File: config.mk
export PLATFORM = sky130hd
export DESIGN_NAME = xbar_prio_arb
export DESIGN_NICKNAME = d
export VERILOG_FILES = /design/src/rtl/xbar_arb_pkg.sv /design/src/rtl/xbar_age_ctr.sv /design/src/rtl/xbar_out_pick.sv /design/src/rtl/xbar_prio_arb.sv
export SDC_FILE = /design/constraint.sdc
export NUM_CORES = 2
export LEC_CHECK = 0
export BUFFER_PORTS_ARGS = -buffer_cell sky130_fd_sc_hd__buf_4
export CORE_UTILIZATION = 23
export DETAILED_ROUTE_END_ITERATION = 8
export SKIP_CTS_REPAIR_TIMING = 1
export SYNTH_ARGS = -nofsm -noshare
export SYNTH_HDL_FRONTEND = slang
export SYNTH_SLANG_ARGS = --single-unit
File: constraint.sdc
create_clock -name clk -period 31.7 [get_ports clk]
set_input_delay 3.17 -clock clk [delete_from_list [all_inputs] [get_ports clk]]
set_output_delay 3.17 -clock clk [all_outputs]
set_load 0.02 [all_outputs]
File: src/rtl/xbar_arb_pkg.sv
package xbar_arb_pkg;

    localparam int XB_PORTS_DEF = 8;
    localparam int XB_VCS_DEF   = 2;
    localparam int XB_AGE_W_DEF = 4;

    // index width with a floor of one bit
    function automatic int xb_idx_w(input int n);
        return (n > 1) ? $clog2(n) : 1;
    endfunction

endpackage

File: src/rtl/xbar_age_ctr.sv
module xbar_age_ctr #(
    parameter int AGE_W = 4
) (
    input  logic             clk,
    input  logic             rst_n,
    input  logic             valid_i,
    input  logic             holding_i,
    input  logic             won_i,
    output logic [AGE_W-1:0] age_o
);
    localparam logic [AGE_W-1:0] AGE_MAX = '1;

    logic [AGE_W-1:0] age_d, age_q;

    always_comb begin
        age_d = age_q;
        if (!valid_i || holding_i || won_i) begin
            age_d = '0;
        end else if (age_q != AGE_MAX) begin
            age_d = age_q + 1'b1;
        end
    end

    always_ff @(posedge clk or negedge rst_n) begin
        if (!rst_n) age_q <= '0;
        else        age_q <= age_d;
    end

    assign age_o = age_q;
endmodule

File: src/rtl/xbar_out_pick.sv
module xbar_out_pick #(
    parameter int NREQ = 16,
    parameter int KEYW = 9,
    parameter int IDXW = 4
) (
    input  logic [NREQ-1:0]      cand_i,
    input  logic [NREQ*KEYW-1:0] keys_i,
    output logic                 vld_o,
    output logic [IDXW-1:0]      idx_o
);
    logic [KEYW-1:0] best;

    // keys are unique, so the largest one is a single winner
    always_comb begin
        vld_o = 1'b0;
        idx_o = '0;
        best  = '0;
        for (int r = 0; r < NREQ; r++) begin
            if (cand_i[r] && (!vld_o || keys_i[r*KEYW +: KEYW] > best)) begin
                vld_o = 1'b1;
                best  = keys_i[r*KEYW +: KEYW];
                idx_o = IDXW'(r);
            end
        end
    end
endmodule

File: src/rtl/xbar_prio_arb.sv
module xbar_prio_arb
    import xbar_arb_pkg::*;
#(
    parameter int PORTS = XB_PORTS_DEF,
    parameter int VCS   = XB_VCS_DEF,
    parameter int AGE_W = XB_AGE_W_DEF,
    localparam int NREQ = PORTS * VCS,
    localparam int IDXW = xb_idx_w(NREQ)
) (
    input  logic                    clk,
    input  logic                    rst_n,
    input  logic [NREQ-1:0]         req_valid,
    input  logic [NREQ-1:0]         req_hi,
    input  logic [NREQ*PORTS-1:0]   req_mask,
    input  logic [NREQ-1:0]         req_last,
    output logic [NREQ*PORTS-1:0]   gnt_mask,
    output logic [PORTS-1:0]        out_busy,
    output logic [PORTS*IDXW-1:0]   out_owner,
    output logic [NREQ*AGE_W-1:0]   req_age
);
    localparam int KEYW = 1 + AGE_W + IDXW;

    typedef struct packed {
        logic [PORTS-1:0]                busy;
        logic [PORTS-1:0][IDXW-1:0]      owner;
        logic [NREQ-1:0][PORTS-1:0]      hold;
    } arb_state_t;

    arb_state_t st_d, st_q;

    logic [NREQ-1:0][PORTS-1:0] mask_w;
    logic [NREQ-1:0][AGE_W-1:0] age_w;
    logic [NREQ-1:0]            elig;
    logic [NREQ-1:0]            won;
    logic [NREQ-1:0]            holding;
    logic [NREQ*KEYW-1:0]       keys;
    logic [PORTS-1:0][NREQ-1:0] cand;
    logic [PORTS-1:0]           win_vld;
    logic [PORTS-1:0][IDXW-1:0] win_idx;

    assign mask_w = req_mask;

    // eligibility and ordering keys: priority, then age, then lower index
    always_comb begin
        for (int r = 0; r < NREQ; r++) begin
            holding[r] = (st_q.hold[r] != '0);
            elig[r]    = req_valid[r] && !holding[r] && (mask_w[r] != '0)
                         && ((mask_w[r] & st_q.busy) == '0);
            keys[r*KEYW +: KEYW] = {req_hi[r], age_w[r], ~IDXW'(r)};
        end
        for (int o = 0; o < PORTS; o++) begin
            for (int r = 0; r < NREQ; r++) begin
                cand[o][r] = elig[r] && mask_w[r][o];
            end
        end
    end

    generate
        for (genvar go = 0; go < PORTS; go++) begin : g_pick
            xbar_out_pick #(.NREQ(NREQ), .KEYW(KEYW), .IDXW(IDXW)) u_pick (
                .cand_i (cand[go]),
                .keys_i (keys),
                .vld_o  (win_vld[go]),
                .idx_o  (win_idx[go])
            );
        end
    endgenerate

    // a requester wins only if it won every output in its mask
    always_comb begin
        for (int r = 0; r < NREQ; r++) begin
            won[r] = elig[r];
            for (int o = 0; o < PORTS; o++) begin
                if (mask_w[r][o] && !(win_vld[o] && win_idx[o] == IDXW'(r))) begin
                    won[r] = 1'b0;
                end
            end
        end
    end

    generate
        for (genvar gr = 0; gr < NREQ; gr++) begin : g_age
            xbar_age_ctr #(.AGE_W(AGE_W)) u_age (
                .clk       (clk),
                .rst_n     (rst_n),
                .valid_i   (req_valid[gr]),
                .holding_i (holding[gr]),
                .won_i     (won[gr]),
                .age_o     (age_w[gr])
            );
        end
    endgenerate

    // next state: releases first, then new grants onto idle outputs
    always_comb begin
        st_d = st_q;
        for (int r = 0; r < NREQ; r++) begin
            if (holding[r] && req_last[r]) begin
                for (int o = 0; o < PORTS; o++) begin
                    if (st_q.hold[r][o]) begin
                        st_d.busy[o]  = 1'b0;
                        st_d.owner[o] = '0;
                    end
                end
                st_d.hold[r] = '0;
            end
        end
        for (int r = 0; r < NREQ; r++) begin
            if (won[r]) begin
                st_d.hold[r] = mask_w[r];
                for (int o = 0; o < PORTS; o++) begin
                    if (mask_w[r][o]) begin
                        st_d.busy[o]  = 1'b1;
                        st_d.owner[o] = IDXW'(r);
                    end
                end
            end
        end
    end

    always_ff @(posedge clk or negedge rst_n) begin
        if (!rst_n) st_q <= '0;
        else        st_q <= st_d;
    end

    assign gnt_mask  = st_q.hold;
    assign out_busy  = st_q.busy;
    assign out_owner = st_q.owner;
    assign req_age   = age_w;
endmodule

==> impl_metrics.ini <==
[routing]
drc = 29
wl_per_cell_um = 31.1
drt-total-wl_mm = 259
ant_nets = 0
drtPass1Iterations = 9
drt-vias-per-instance = 5.68
drt-initial-drc-count = 6062
via_count = 47235

[clocking]
cts-root-buf = clkbuf_16
tritoncts = built
cts_max_path_buffers = 3
clkLatencyLatePin_ns = 0.68
cts.sinks = 232
clk_pin_slew_ns = 0.06
numCtsBuffers = 31
htreeDepth = 1

[critical_path]
cp-end-kind = flip-flop
reg2reg_to = out_owner[4]$_DFF_PN0_
path_class = in2reg
critPathMaxStageDelay_ns = 0.50
cp-start-kind = primary input
crit_arrival_ns = 30.76
r2r_slack_ns = 3.21
worst-path-max-fanout = 14
r2r_cells = 150
crit_slowest_cell = o311a_2
r2r_start = gnt_mask[2]$_DFFE_PN0P_
critPathRequiredTime_ns = 32.23
cpMostUsedCell = a21oi_1

[die]
start_util_pct = 23.2
die_area_um2 = 168000
core-area_um2 = 165000
core.rowCount = 149
io_pins = 410
die-height_um = 410
die_width_um = 410

[global_route]
grt_max_degree = 148
gr-total-overflow = 0
track_usage_pct = 29.2
grt_pass1_wl_mm = 349
grt_pass1_vias = 42731
antenna_found_initial = 24

[layout]
drive_gt1_share_pct = 21.9
area_growth_pct = 29.2
stdcell_count = 8311
final_util_pct = 30.0
final_common_cell = buf_4
nets = 6863
layout_common_cells = buf_4 (977), nand2_1 (654), ha_1 (601)
multi_input_area_um2 = 30500
register_area_um2 = 5810
nFillCells = 18211

[synth]
yosys-top-cells-area = ha_1 (20%), dfrtp_1 (15%), nand2_1 (6.4%)
synth_flop_cell = dfrtp_1
avgSynthCellArea_um2 = 7.27
synth_top_cell_area_share_pct = 19.6
ys_seq_area_share_pct = 15.1
ys_ff_latch = 232
synth_edf_count = 0
netlist_area_um2 = 38300
synthDistinctLibCells = 119
synth_cells = 5271
synth_async_sr_flop_share_pct = 100
synth_nets = 6050
synth_warnings = 0
synth.largest_area_cell = ha_1

[sta]
tightest_slew_ns = 1.32
slew_violations = 0
finalSetupViolations = 0
fin_worst_skew_ns = 0.0314
hold_viol_final = 0
slew_headroom_pct = 11.0
period_needed_ns = 30.23
post-route-period-util_pct = 95.4
fmax_ghz = 0.0331
fin_ws_ns = 1.47
tns_ns = 0

[place]
port_buffers = 409
place_congestion = 1.08
dp.final_hpwl_mm = 214
place_inst = 8224
pre_cts_ws_ns = -0.465

[status]
status = finished with violations
violations = design-rule violations

[pwr]
ir_drop_mv = 0.0467
power_density_nw_per_um2 = 80.6
finalPower_uw = 3990
p_leak_uw = 0.0232

[hold_path]
holdCritStartpoint = gnt_mask[70]$_DFFE_PN0P_
min_to = gnt_mask[70]$_DFFE_PN0P_
hold_path_depth = 2
hold_path_class = reg2reg

[flow_run]
maxCapViolCount = 0
==> area by class of cell <==
type | count | area share [%]
multi-input cells | 4396 | 61.6
repair buffers | 992 | 15.4
flip-flops and latches | 232 | 11.7
well taps | 2189 | 5.53
inverters | 431 | 3.27
clock buffers | 42 | 1.83
clock inverters | 16 | 0.578
diodes | 13 | 0.0657
==> where the power goes <==
part	switching, uW	internal (uW)	total (uW)
Combinational	2060	1120	3180
Sequential	58.1	325	383
Clock	170	257	427
==> Yosys cell counts (17+ instances only) <==
library cell,n
a211o_1,18
a211oi_1,52
a21boi_0,18
a21o_1,115
a21oi_1,474
a221oi_1,32
a22o_1,31
a22oi_1,85
a31oi_1,41
and2_1,40
and3_1,59
and4_1,20
buf_4,19
clkbuf_1,157
dfrtp_1,232
ha_1,601
inv_1,416
mux2_2,81
mux2i_1,197
nand2_1,657
nand2b_1,112
nand3_1,189
nand4_1,86
nand4b_1,23
nor2_1,361
nor2b_1,129
nor3_1,96
nor4_1,59
o211ai_1,20
o21a_1,28
o21ai_0,420
or2_2,29
or3_1,22
xnor2_1,17
==> kinds of logic (layout without fill, tap and decap cells) <==
family                   count (synthesis)  count (layout)  share of synthesized area, %
other                                    0              13                             0
flip-flops                             232             232                          15.1
AO/OA/AOI/OAI                         1551            1551                          25.7
AND/OR/NAND/NOR                       1948            1948                          24.9
buffers and inverters                  643            1481                          6.70
multiplexers                           278             278                          7.52
adder cells (fa/ha/maj)                602             602                          19.6
XOR/XNOR                                17              17                         0.388
==> stage by stage <==
stage	area, um2	hold slack, ns
2_1_floorplan	38300	0.607
3_3_place_gp	47600	0.548
3_5_place_dp	47600	0.534
4_1_cts	48800	0.550
5_1_grt	49500	0.598
6_report	49500	0.558
==> registers in the layout, summed over array words and instances, names as in the netlist <==
register           cells
gnt_mask             128
g_age.u_age.age_o     64
out_owner             32
out_busy               8
==> metal layers <==
| metal | share of wire [%] | vias to the layer above | global-route usage, % |
|---|---|---|---|
| met2 | 41 | 2817 | 42.1 |
| met3 | 11 | 545 | 7.87 |
| li1 | - | 20771 | - |
| met4 | 4.9 | 8 | 11.5 |
| met5 | 0.018 | - | 0 |
| met1 | 43 | 23094 | 40.6 |
==> critical path, delay by kind of cell <==
kind / cells / cell delay [ns]
compound gates: 69 / 13.69
fa+ha+maj: 15 / 4.27
buf+inv: 15 / 2.31
mux: 6 / 1.82
simple gates: 47 / 5.45
==> worst max path at each step <==
stage | from | end | slack [ns] | cells after the start
6_report | req_mask[0] | out_owner[4]$_DFF_PN0_ | 1.47 | 152
5_1_grt | req_mask[0] | out_owner[4]$_DFF_PN0_ | -0.17 | 149
4_1_cts | req_mask[0] | out_owner[0]$_DFF_PN0_ | 0.08 | 150
3_5_place_dp | req_mask[0] | out_owner[0]$_DFF_PN0_ | -0.47 | 150
3_3_place_gp | req_mask[0] | out_owner[0]$_DFF_PN0_ | -0.49 | 150
2_1_floorplan | req_mask[6] | out_owner[6]$_DFF_PN0_ | 1.54 | 158
(Power assumes the default switching activity.)
